--- src/rtl/cfgi2c_pkg.sv ---
package cfgi2c_pkg;

    typedef enum logic [2:0] {
        ST_IDLE,
        ST_RX,
        ST_RX_ACK,
        ST_TX,
        ST_TX_ACK
    } link_state_t;

    localparam logic [4:0] ADDR_FIXED = 5'b10110;
    localparam int unsigned BYTE_BITS = 8;

    function automatic logic addr_hit(input logic [7:0] b, input logic [1:0] strap);
        return b[7:1] == {ADDR_FIXED, strap};
    endfunction

endpackage

--- src/rtl/cfgi2c_sync.sv ---
module cfgi2c_sync #(
    parameter int unsigned STAGES = 2,
    parameter int unsigned LINES  = 2
) (
    input  logic             clk,
    input  logic             rst,
    input  logic [LINES-1:0] raw,
    output logic [LINES-1:0] level,
    output logic [LINES-1:0] rise,
    output logic [LINES-1:0] fall
);
    for (genvar g = 0; g < LINES; g++) begin : g_line
        logic [STAGES:0] pipe;
        always_ff @(posedge clk) begin
            if (rst) pipe <= '1;
            else     pipe <= {pipe[STAGES-1:0], raw[g]};
        end
        assign level[g] = pipe[STAGES-1];
        assign rise[g]  = pipe[STAGES-1] & ~pipe[STAGES];
        assign fall[g]  = ~pipe[STAGES-1] & pipe[STAGES];
    end
endmodule

--- src/rtl/cfgi2c_ptr.sv ---
module cfgi2c_ptr #(
    parameter int unsigned PTR_W = 2
) (
    input  logic             clk,
    input  logic             rst,
    input  logic             set,
    input  logic             inc,
    input  logic [PTR_W-1:0] val,
    output logic [PTR_W-1:0] ptr
);
    localparam logic [PTR_W-1:0] PTR_ONE = 1;

    always_ff @(posedge clk) begin
        if (rst)      ptr <= '0;
        else if (set) ptr <= val;
        else if (inc) ptr <= ptr + PTR_ONE;
    end

    // an increment advances the pointer by exactly one, wrapping
    a_r5_ptr_step: assert property (@(posedge clk) disable iff (rst)
        (inc && !set) |=> ptr == $past(ptr) + PTR_ONE);

    // a pointer byte lands in the pointer
    a_r4_ptr_load: assert property (@(posedge clk) disable iff (rst)
        set |=> ptr == $past(val));
endmodule

--- src/rtl/cfgi2c_link.sv ---
module cfgi2c_link
    import cfgi2c_pkg::*;
(
    input  logic       clk,
    input  logic       rst,
    input  logic       scl_lvl,
    input  logic       scl_rise,
    input  logic       scl_fall,
    input  logic       sda_lvl,
    input  logic       sda_rise,
    input  logic       sda_fall,
    input  logic [1:0] strap,
    input  logic       par_sel,
    input  logic [7:0] rd_byte,
    output logic       sda_pull,
    output logic       wr_stb,
    output logic       rd_stb,
    output logic       ptr_set,
    output logic       ptr_inc,
    output logic [7:0] byte_q
);
    link_state_t state;
    logic [3:0]  cnt;
    logic [7:0]  sh;
    logic        is_addr;
    logic        first_wr;
    logic        rd_mode;
    logic        host_ack;
    logic        start_c;
    logic        stop_c;

    assign start_c = scl_lvl & sda_fall;
    assign stop_c  = scl_lvl & sda_rise;

    always_ff @(posedge clk) begin
        if (rst) begin
            state    <= ST_IDLE;
            cnt      <= '0;
            sh       <= '0;
            is_addr  <= 1'b0;
            first_wr <= 1'b0;
            rd_mode  <= 1'b0;
            host_ack <= 1'b0;
            sda_pull <= 1'b0;
            wr_stb   <= 1'b0;
            rd_stb   <= 1'b0;
            ptr_set  <= 1'b0;
            ptr_inc  <= 1'b0;
            byte_q   <= '0;
        end else begin
            wr_stb  <= 1'b0;
            rd_stb  <= 1'b0;
            ptr_set <= 1'b0;
            ptr_inc <= 1'b0;
            if (start_c) begin
                state    <= ST_RX;
                cnt      <= '0;
                is_addr  <= 1'b1;
                first_wr <= 1'b1;
                sda_pull <= 1'b0;
            end else if (stop_c) begin
                state    <= ST_IDLE;
                sda_pull <= 1'b0;
            end else begin
                unique case (state)
                    ST_RX: begin
                        if (scl_rise && cnt != 4'd8) begin
                            sh  <= {sh[6:0], sda_lvl};
                            cnt <= cnt + 4'd1;
                        end else if (scl_fall && cnt == 4'd8) begin
                            cnt <= '0;
                            if (is_addr) begin
                                if (addr_hit(sh, strap)) begin
                                    state    <= ST_RX_ACK;
                                    sda_pull <= 1'b1;
                                    rd_mode  <= sh[0];
                                end else begin
                                    state <= ST_IDLE;
                                end
                            end else begin
                                state    <= ST_RX_ACK;
                                sda_pull <= 1'b1;
                                byte_q   <= sh;
                                if (first_wr) begin
                                    ptr_set  <= 1'b1;
                                    first_wr <= 1'b0;
                                end else begin
                                    ptr_inc <= 1'b1;
                                    wr_stb  <= !par_sel;
                                end
                            end
                        end
                    end
                    ST_RX_ACK: begin
                        if (scl_fall) begin
                            cnt     <= '0;
                            is_addr <= 1'b0;
                            if (is_addr && rd_mode) begin
                                state    <= ST_TX;
                                sh       <= rd_byte;
                                sda_pull <= ~rd_byte[7];
                                rd_stb   <= 1'b1;
                                ptr_inc  <= 1'b1;
                            end else begin
                                state    <= ST_RX;
                                sda_pull <= 1'b0;
                            end
                        end
                    end
                    ST_TX: begin
                        if (scl_fall) begin
                            if (cnt == 4'd7) begin
                                state    <= ST_TX_ACK;
                                sda_pull <= 1'b0;
                            end else begin
                                cnt      <= cnt + 4'd1;
                                sh       <= {sh[6:0], 1'b0};
                                sda_pull <= ~sh[6];
                            end
                        end
                    end
                    ST_TX_ACK: begin
                        if (scl_rise) begin
                            host_ack <= ~sda_lvl;
                        end else if (scl_fall) begin
                            cnt <= '0;
                            if (host_ack) begin
                                state    <= ST_TX;
                                sh       <= rd_byte;
                                sda_pull <= ~rd_byte[7];
                                rd_stb   <= 1'b1;
                                ptr_inc  <= 1'b1;
                            end else begin
                                state    <= ST_IDLE;
                                sda_pull <= 1'b0;
                            end
                        end
                    end
                    default: ;
                endcase
            end
        end
    end

    // the data line is only moved while SCL is low
    a_r11_pull_steady_high: assert property (@(posedge clk) disable iff (rst)
        (scl_lvl && $past(scl_lvl)) |-> $stable(sda_pull));

    // idle never drives the bus
    a_r2_idle_quiet: assert property (@(posedge clk) disable iff (rst)
        (state == ST_IDLE) |-> !sda_pull);

    // a pointer byte never writes
    a_r4_set_no_write: assert property (@(posedge clk) disable iff (rst)
        ptr_set |-> !wr_stb);

    // no write strobe follows a cycle in parallel mode
    a_r6_par_blocks_write: assert property (@(posedge clk) disable iff (rst)
        wr_stb |-> $past(!par_sel));

    // write strobe lasts one cycle
    a_r5_single_strobe: assert property (@(posedge clk) disable iff (rst)
        wr_stb |=> !wr_stb);

    // a captured read byte always starts transmission
    a_r7_read_sends: assert property (@(posedge clk) disable iff (rst)
        rd_stb |-> state == ST_TX);
endmodule

--- src/rtl/cfgi2c_target.sv ---
module cfgi2c_target #(
    parameter int unsigned PTR_W       = 2,
    parameter int unsigned SYNC_STAGES = 2
) (
    input  logic             clk,
    input  logic             rst,
    input  logic             scl_i,
    input  logic             sda_i,
    output logic             sda_pull,
    input  logic [1:0]       strap_addr,
    input  logic             par_sel,
    output logic             wr_stb,
    output logic [PTR_W-1:0] wr_idx,
    output logic [7:0]       wr_byte,
    output logic             rd_stb,
    output logic [PTR_W-1:0] rd_idx,
    input  logic [7:0]       rd_byte
);
    localparam int unsigned IDX_SCL = 0;
    localparam int unsigned IDX_SDA = 1;

    logic [1:0] lvl, rise, fall;
    logic       ptr_set, ptr_inc;
    logic [7:0] byte_q;
    logic [PTR_W-1:0] ptr;

    cfgi2c_sync #(.STAGES(SYNC_STAGES), .LINES(2)) u_sync (
        .clk  (clk),
        .rst  (rst),
        .raw  ({sda_i, scl_i}),
        .level(lvl),
        .rise (rise),
        .fall (fall)
    );

    cfgi2c_link u_link (
        .clk     (clk),
        .rst     (rst),
        .scl_lvl (lvl[IDX_SCL]),
        .scl_rise(rise[IDX_SCL]),
        .scl_fall(fall[IDX_SCL]),
        .sda_lvl (lvl[IDX_SDA]),
        .sda_rise(rise[IDX_SDA]),
        .sda_fall(fall[IDX_SDA]),
        .strap   (strap_addr),
        .par_sel (par_sel),
        .rd_byte (rd_byte),
        .sda_pull(sda_pull),
        .wr_stb  (wr_stb),
        .rd_stb  (rd_stb),
        .ptr_set (ptr_set),
        .ptr_inc (ptr_inc),
        .byte_q  (byte_q)
    );

    cfgi2c_ptr #(.PTR_W(PTR_W)) u_ptr (
        .clk(clk),
        .rst(rst),
        .set(ptr_set),
        .inc(ptr_inc),
        .val(byte_q[PTR_W-1:0]),
        .ptr(ptr)
    );

    assign wr_idx  = ptr;
    assign rd_idx  = ptr;
    assign wr_byte = byte_q;
endmodule

--- config.mk ---
export PLATFORM = sky130hd
export DESIGN_NAME = cfgi2c_target
export DESIGN_NICKNAME = d
export VERILOG_FILES = /design/src/rtl/cfgi2c_pkg.sv /design/src/rtl/cfgi2c_sync.sv /design/src/rtl/cfgi2c_ptr.sv /design/src/rtl/cfgi2c_link.sv /design/src/rtl/cfgi2c_target.sv
export SDC_FILE = /design/constraint.sdc
export NUM_CORES = 1
export LEC_CHECK = 0
export ABC_AREA = 0
export CORE_MARGIN = 1
export CORE_UTILIZATION = 45
export DETAILED_ROUTE_END_ITERATION = 10
export DONT_BUFFER_PORTS = 1
export HOLD_SLACK_MARGIN = 0.03
export MAX_ROUTING_LAYER = met4
export SYNTH_ARGS = -nofsm -noshare
export SYNTH_HDL_FRONTEND = slang
export SYNTH_SLANG_ARGS = --single-unit
export TNS_END_PERCENT = 20
--- constraint.sdc ---
create_clock -name clk -period 2.4 [get_ports clk]
set_clock_uncertainty 0.1 [all_clocks]
set_input_delay 0.48 -clock clk [delete_from_list [all_inputs] [get_ports clk]]
set_output_delay 0.48 -clock clk [all_outputs]
set_load 0.05 [all_outputs]
==> results of run 1 <==
## worst register-to-register path, stage by stage (launching register included)
cell and delay (ns):
dfxtp_1 0.39, inv_1 0.08, ha_1 0.20, nand3b_1 0.23, nand2_1 0.19, o211ai_2 0.21, and3_1 0.38, mux2i_1 0.24
## cells in the final DEF, fill, tap and decap left out, types with 3 or more instances in the layout
cell type	n
nand3b_1	3
inv_1	8
mux2i_1	18
a31oi_1	8
a21oi_1	13
dfxtp_1	40
o21ai_0	5
clkbuf_8	6
xor2_1	4
nand4b_1	3
nand3_1	8
nor2_1	22
nand2_1	12
nor3_1	3
or2_2	5
buf_4	7
and3_1	4
a211oi_1	10
## how the worst min path moves through the flow
stage,endpoint,slack (ns),from,cells past startpoint
after floorplan,u_sync.g_line[0].pipe[1],0.29,u_sync.g_line[0].pipe[0],1
after detailed placement,u_sync.g_line[0].pipe[1],0.30,u_sync.g_line[0].pipe[0],1
after global placement,u_sync.g_line[1].pipe[1],0.29,u_sync.g_line[1].pipe[0],1
after global routing,u_link.state[0],0.12,rst,1
after CTS,u_link.state[0],0.13,rst,1
final,u_link.state[0],0.14,rst,1
## sequential cells by signal (all words and copies together), names as in the netlist, 2 cells and up
name	cells
u_link.state	3
u_link.byte_q	8
u_link.sh	8
u_sync.g_line.pipe	6
u_ptr.ptr	2
u_link.cnt	4
## per-stage QoR
| step | std cells | utilization, % | worst slack [ns] |
|---|---|---|---|
| after floorplan | 217 | - | 0.572 |
| after global placement | 262 | 49.2 | 0.381 |
| final | 270 | 52.1 | 0.320 |
| after detailed placement | 262 | 49.2 | 0.323 |
| after CTS | 270 | 52.1 | 0.285 |
| after global routing | 270 | 52.1 | 0.171 |
## cell families (layout without fill, tap and decap cells)
group / Yosys count / count (layout) / share of synthesized area (%)
multiplexers: 18 / 18 / 9.15
adder cells (fa/ha/maj): 2 / 2 / 1.27
AO/OA/AOI/OAI: 54 / 54 / 19.0
flip-flops: 40 / 40 / 40.7
XOR/XNOR: 5 / 5 / 2.22
buffers and inverters: 20 / 23 / 5.34
AND/OR/NAND/NOR: 78 / 78 / 22.4
## power groups by stage
stage / Sequential (mW) / Combinational [mW] / Clock, mW
2_1_floorplan: 0.692 / 0.0488 / 0
3_3_place_gp: 0.696 / 0.0523 / 0
3_5_place_dp: 0.696 / 0.0525 / 0
4_1_cts: 0.680 / 0.0528 / 0.602
5_1_grt: 0.682 / 0.0582 / 0.627
6_report: 0.680 / 0.0527 / 0.587
## layout make-up
class                           count  area [µm²]  share of cell area [%]
Sequential cell                    40         801                    37.6
Clock inverter                      2        38.8                    1.82
Timing Repair Buffer                7        52.6                    2.47
Clock buffer                        6        82.6                    3.88
Multi-Input combinational cell    157        1060                    49.9
Inverter                            8        30.0                    1.41
Tap cell                           50        62.6                    2.94
## per-layer routing
| layer | global-route usage [%] | up-vias |
|---|---|---|
| met5 | - | - |
| met4 | 9.64 | 0 |
| met3 | 7.33 | 8 |
| met2 | 33.5 | 44 |
| met1 | 27.7 | 744 |
| li1 | - | 786 |
==> metrics.md, run 1 <==
| Metric | Value |
|---|---|
| Pin count of the biggest net entering global routing | `33` |
| Worst Setup EP | `u_link.sh[0]` |
| Initial Utilization | `48.2%` |
| Hold Path Class | `primary input to flip-flop` |
| Max incr delay on CP | `0.39 ns` |
| Total setup buffers inserted after CTS | `0` |
| TritonCTS buffer count | `5` |
| Hold buffer count at CTS | `0` |
| R2R Setup Slk | `0.32 ns` |
| Antenna Violating Nets Remaining | `0` |
| Uppermost layer routed | `met4` |
| Post-synthesis cell count | `217` |
| EDFF count, synth | `0` |
| Vias in the first global route | `1551` |
| Initial antenna violation count | `0` |
| Post-synthesis sequential area ratio | `40.7%` |
| Worst slew pin tran | `0.592 ns` |
| P per Cell Area | `620 nW/µm²` |
| Area delta synth->final | `8.20%` |
| Io pins | `30` |
| H-tree levels | `2` |
| Avg WL per Cell | `16.5 µm` |
| Share of cells above drive strength 1 | `13.6%` |
| RSZ-0062 raised after global routing | `false` |
| Max-slew headroom | `60.0%` |
| Max-cap viol count | `0` |
| Worst-Skew Late Latency | `0.30 ns` |
| Post-synth top flop | `dfxtp_1` |
| Met1 Routed Length | `2.07 mm` |
| Largest area contributor in the netlist | `dfxtp_1` |
| PortBufs | `0` |
| Drc violations | `0` |
| PostCTS Resize Cnt | `0` |
| Clk pwr share | `44.5%` |
| Sequential Power Share | `51.5%` |
| Setup crit start | `u_link.cnt[0]` |
| Leak | `0.745 nW` |
| Pre-Repair DR Iteration Count | `4` |
| Ys Warns | `0` |
| Gr usage total | `22.5%` |
| Hold slack final | `0.140 ns` |
| Total gr overflow | `0` |
| WP buf/inv | `1` |
| Synth async-reset ratio | `0%` |
| Yosys top cell area share | `40.7%` |
| Post-detail-place hpwl | `3.30 mm` |
| Power, Total | `1.32 mW` |
| Met3 wire length | `280 µm` |
| Mapped Nets | `234` |
| 1st-iter DRT viols | `164` |
| Final worst path period share | `86.7%` |
| CP cell instances | `inv_1, ha_1, nand3b_1, nand2_1, o211ai_2, and3_1, mux2i_1` |
| Psw | `0.289 mW` |
| Critical path type | `flip-flop to flip-flop` |
| Root Buffer | `clkbuf_8` |
| First-pass GRT wire length | `7.26 mm` |
| Final setup viols | `0` |
| Layout Nets | `236` |
| DRT Wirelength | `4.46 mm` |
| Delay-heaviest family, CP | `simple AND/OR/NAND/NOR gates` |
| Core area | `4090 µm²` |
| Vias post-DR | `1582` |
| CP required | `2.52 ns` |
| Commonest cells in the netlist | `dfxtp_1 (40), nor2_1 (22), mux2i_1 (18)` |
| Outcome | `completed` |
| Die H | `68.2 µm` |
| Combinational Power Share | `4.0%` |
| Die X | `68.2 µm` |
| Slowest CP cell | `dfxtp_1` |
| Diodes inserted | `0` |
| Count of cell types in the netlist | `49` |
| Avg Cell Area, Syn | `9.08 µm²` |
| Clock Path Buffers | `2` |
| DIE AREA | `4650 µm²` |
| FF+latch count, synth | `40` |
| Synthesized cell area | `1970 µm²` |
| CP endpoint kind | `flip-flop` |
| Vias per inst | `5.86` |
| Sw Ratio | `21.9%` |
| Final Cell Area | `2130 µm²` |
| Worst Setup Start Kind | `flip-flop` |
| Critical Path Stages | `7` |
| Fmax | `0.481 GHz` |
| # rows | `23` |
| Final Slew Violations | `0` |
| Met2 wire len | `2.03 mm` |
| Area contributors post-synth | `dfxtp_1 (41%), mux2i_1 (9.1%), nor2_1 (4.2%), a211oi_1 (3.8%), a21oi_1 (3.3%)` |
| GP Congestion | `0.848` |
| Fin crit period | `2.08 ns` |
| Reg2reg end | `u_link.sh[0]` |
| Clock sinks | `40` |
| Fillers | `404` |
| Worst-path clk slew | `0.08 ns` |
| Worst r2r src | `u_link.cnt[0]` |
| Area after DPL | `2010 µm²` |
| Reg2Reg Depth | `7` |
| Cell with the most instances after synthesis | `dfxtp_1` |
| Final setup TNS | `0 ns` |
| Worst path arrival time | `2.20 ns` |
| Worst-path fanout max | `8` |
| Fin. Hold Viols | `0` |
| Int Pwr | `1.03 mW` |
| TritonCTS clock tree | `yes` |
| Worst vdd ir | `0.255 mV` |
Power figures use the tool's default switching activity.
==> inputs of run 2 (changes only) <==
==> constraint.sdc (replaced) <==
create_clock -name clk -period 2.4 [get_ports clk]
set_clock_uncertainty 0.1 [all_clocks]
set_input_delay 0.36 -clock clk [delete_from_list [all_inputs] [get_ports clk]]
set_output_delay 0.36 -clock clk [all_outputs]
set_load 0.05 [all_outputs]
==> run 2 against run 1 <==
Net effect:
- cell count increased by 1.1%
- fmax is 0.81% lower
- sequential cell count is the same
- critical path type unchanged
- largest cell class unchanged
==> metrics.md, run 2 (synthesis gave the netlist of run 1 again) <==
| Metric | Value |
|---|---|
| Max-slew headroom | `39.7% (was 60.0%)` |
| Vias post-DR | `1635 (was 1582)` |
| Pin count of the biggest net entering global routing | `24 (was 33)` |
| Total setup buffers inserted after CTS | `0 (unchanged)` |
| 1st-iter DRT viols | `156 (was 164)` |
| Worst-path fanout max | `12 (was 8)` |
| DRT Wirelength | `4.60 mm (was 4.46 mm)` |
| Hold slack final | `0.0647 ns (was 0.140 ns)` |
| Pre-Repair DR Iteration Count | `4 (unchanged)` |
| Clock Path Buffers | `2 (unchanged)` |
| DIE AREA | `4650 µm² (unchanged)` |
| Worst-path clk slew | `0.08 ns (about the same)` |
| Avg WL per Cell | `16.8 µm (was 16.5 µm)` |
| Met1 Routed Length | `2.12 mm (was 2.07 mm)` |
| Area delta synth->final | `9.72% (was 8.20%)` |
| Largest regs | `u_link.byte_q: 8 flops, u_link.sh: 8 flops, u_sync.g_line.pipe: 6 flops (unchanged)` |
| CP cell instances | `or3b_4, nor4_4, buf_4, mux2i_1, nor2_1 (was inv_1, ha_1, nand3b_1, nand2_1, o211ai_2, and3_1, mux2i_1)` |
| Vias per inst | `5.99 (was 5.86)` |
| Initial antenna violation count | `0 (unchanged)` |
| TritonCTS buffer count | `5 (unchanged)` |
| Pre-CTS worst setup slack | `0.323 ns (unchanged)` |
| Critical path type | `flip-flop to flip-flop (unchanged)` |
| Max-cap viol count | `0 (unchanged)` |
| Max incr delay on CP | `0.53 ns (was 0.39 ns)` |
| Total gr overflow | `0 (unchanged)` |
| Io pins | `30 (unchanged)` |
| Worst slew pin tran | `0.901 ns (was 0.592 ns)` |
| Combinational Power Share | `4.7% (was 4.0%)` |
| Layout Nets | `239 (was 236)` |
| P per Cell Area | `617 nW/µm² (was 620 nW/µm²)` |
| TritonCTS clock tree | `yes (unchanged)` |
| Share of cells above drive strength 1 | `13.5% (was 13.6%)` |
| Diodes inserted | `0 (unchanged)` |
| Sequential Power Share | `51.1% (was 51.5%)` |
| Core area | `4090 µm² (unchanged)` |
| Met2 wire len | `2.17 mm (was 2.03 mm)` |
| Fin. Hold Viols | `0 (unchanged)` |
| Final setup TNS | `0 ns (unchanged)` |
| First-pass GRT wire length | `7.32 mm (was 7.26 mm)` |
| H-tree levels | `2 (unchanged)` |
| Worst Setup Start Kind | `flip-flop (unchanged)` |
| Worst-Skew Late Latency | `0.30 ns (about the same)` |
| Psw | `0.297 mW (was 0.289 mW)` |
| Met3 wire length | `240 µm (was 280 µm)` |
| Setup slack after layout | `0.303 ns (was 0.320 ns)` |
| Commonest cells after routing, fill and taps aside | `dfxtp_1 (40), nor2_1 (22), mux2i_1 (18), a21oi_1 (13), nand2_1 (12) (unchanged)` |
| RSZ-0062 raised after global routing | `false (unchanged)` |
| Fmax | `0.477 GHz (was 0.481 GHz)` |
| CP required | `2.45 ns (was 2.52 ns)` |
| Most common cell after layout, fill and taps aside | `dfxtp_1 (unchanged)` |
| Fin crit period | `2.10 ns (was 2.08 ns)` |
| Final Slew Violations | `0 (unchanged)` |
| # rows | `23 (unchanged)` |
| Hold Path Class | `primary input to flip-flop (unchanged)` |
| WP buf/inv | `1 (unchanged)` |
| Int Pwr | `1.04 mW (was 1.03 mW)` |
| Uppermost layer routed | `met4 (unchanged)` |
| Gr usage total | `22.8% (was 22.5%)` |
| Worst vdd ir | `0.256 mV (was 0.255 mV)` |
| PortBufs | `0 (unchanged)` |
| Initial Utilization | `48.2% (unchanged)` |
| Leak | `0.757 nW (was 0.745 nW)` |
| Final setup viols | `0 (unchanged)` |
| Clock sinks | `40 (unchanged)` |
| Slowest CP cell | `dfxtp_1 (unchanged)` |
| Vias in the first global route | `1559 (was 1551)` |
| Die X | `68.2 µm (unchanged)` |
| CP endpoint kind | `flip-flop (unchanged)` |
| Sw Ratio | `22.3% (was 21.9%)` |
| Final worst path period share | `87.4% (was 86.7%)` |
| Power, Total | `1.33 mW (was 1.32 mW)` |
| Clk pwr share | `44.2% (was 44.5%)` |
| Antenna Violating Nets Remaining | `0 (unchanged)` |
| Delay-heaviest family, CP | `simple AND/OR/NAND/NOR gates (unchanged)` |
| Post-detail-place hpwl | `3.30 mm (unchanged)` |
| Root Buffer | `clkbuf_8 (unchanged)` |
| GP Congestion | `0.848 (unchanged)` |
| Outcome | `completed (unchanged)` |
| Drc violations | `0 (unchanged)` |
| Die H | `68.2 µm (unchanged)` |
| Worst path arrival time | `2.15 ns (was 2.20 ns)` |
## run 2: cell count changes in the layout (fill, tap and decap cells not counted)
| cell | previous run | this run |
|---|---|---|
| dlygate4sd3_1 | 0 | 3 |
## run 2: stage by stage
| step | util, % | cell area (µm²) | instances |
|---|---|---|---|
| 6_report | 52.9 | 2160 | 273 |
| 5_1_grt | 52.9 | 2160 | 273 |
| 4_1_cts | 52.6 | 2150 | 272 |
| 3_5_place_dp | 49.2 | 2010 | 262 |
| 3_3_place_gp | 49.2 | 2010 | 262 |
| 2_1_floorplan | - | 1970 | 217 |
## run 2: layout make-up
type,instances,area [µm²]
Clock buffer,6,82.6
Fill cell,403,1930
Timing Repair Buffer,10,82.6
Clock inverter,2,38.8
Sequential cell,40,801
Inverter,8,30.0
Multi-Input combinational cell,157,1060
Tap cell,50,62.6
## run 2: worst register-to-register path: cells and delay by family (launching register included)
kind,cells,cell delay (ns)
flops,1,0.53
buf+inv,1,0.27
mux,1,0.21
simple gates,3,0.85
## run 2: worst paths after layout
check	startpoint	to	slack, ns	cells after the start
max	u_link.state[0]	u_link.byte_q[2]	0.30	5
max reg2reg	u_link.state[0]	u_link.byte_q[2]	0.30	5
min	sda_i	u_sync.g_line[1].pipe[0]	0.06	1
min reg2reg	u_sync.g_line[1].pipe[0]	u_sync.g_line[1].pipe[1]	0.32	1
## run 2: power groups by stage
stage | registers (mW) | clock network, mW | logic (mW)
after floorplan | 0.692 | 0 | 0.0488
after global placement | 0.696 | 0 | 0.0523
after detailed placement | 0.696 | 0 | 0.0525
after CTS | 0.680 | 0.602 | 0.0615
after global routing | 0.682 | 0.627 | 0.0689
final | 0.680 | 0.589 | 0.0630
## run 2: routing by layer
| layer | global-route usage [%] | vias up |
|---|---|---|
| met1 | 27.5 | 791 |
| met5 | - | - |
| li1 | - | 794 |
| met2 | 34.8 | 42 |
| met3 | 7.17 | 8 |
| met4 | 9.90 | 0 |
## run 2: repair_timing
| action | in CTS | in global routing |
|---|---|---|
| resized for setup | 0 | 0 |
| endpoints found under the hold margin | 23 | 1 |
| hold buffers | 2 | 1 |
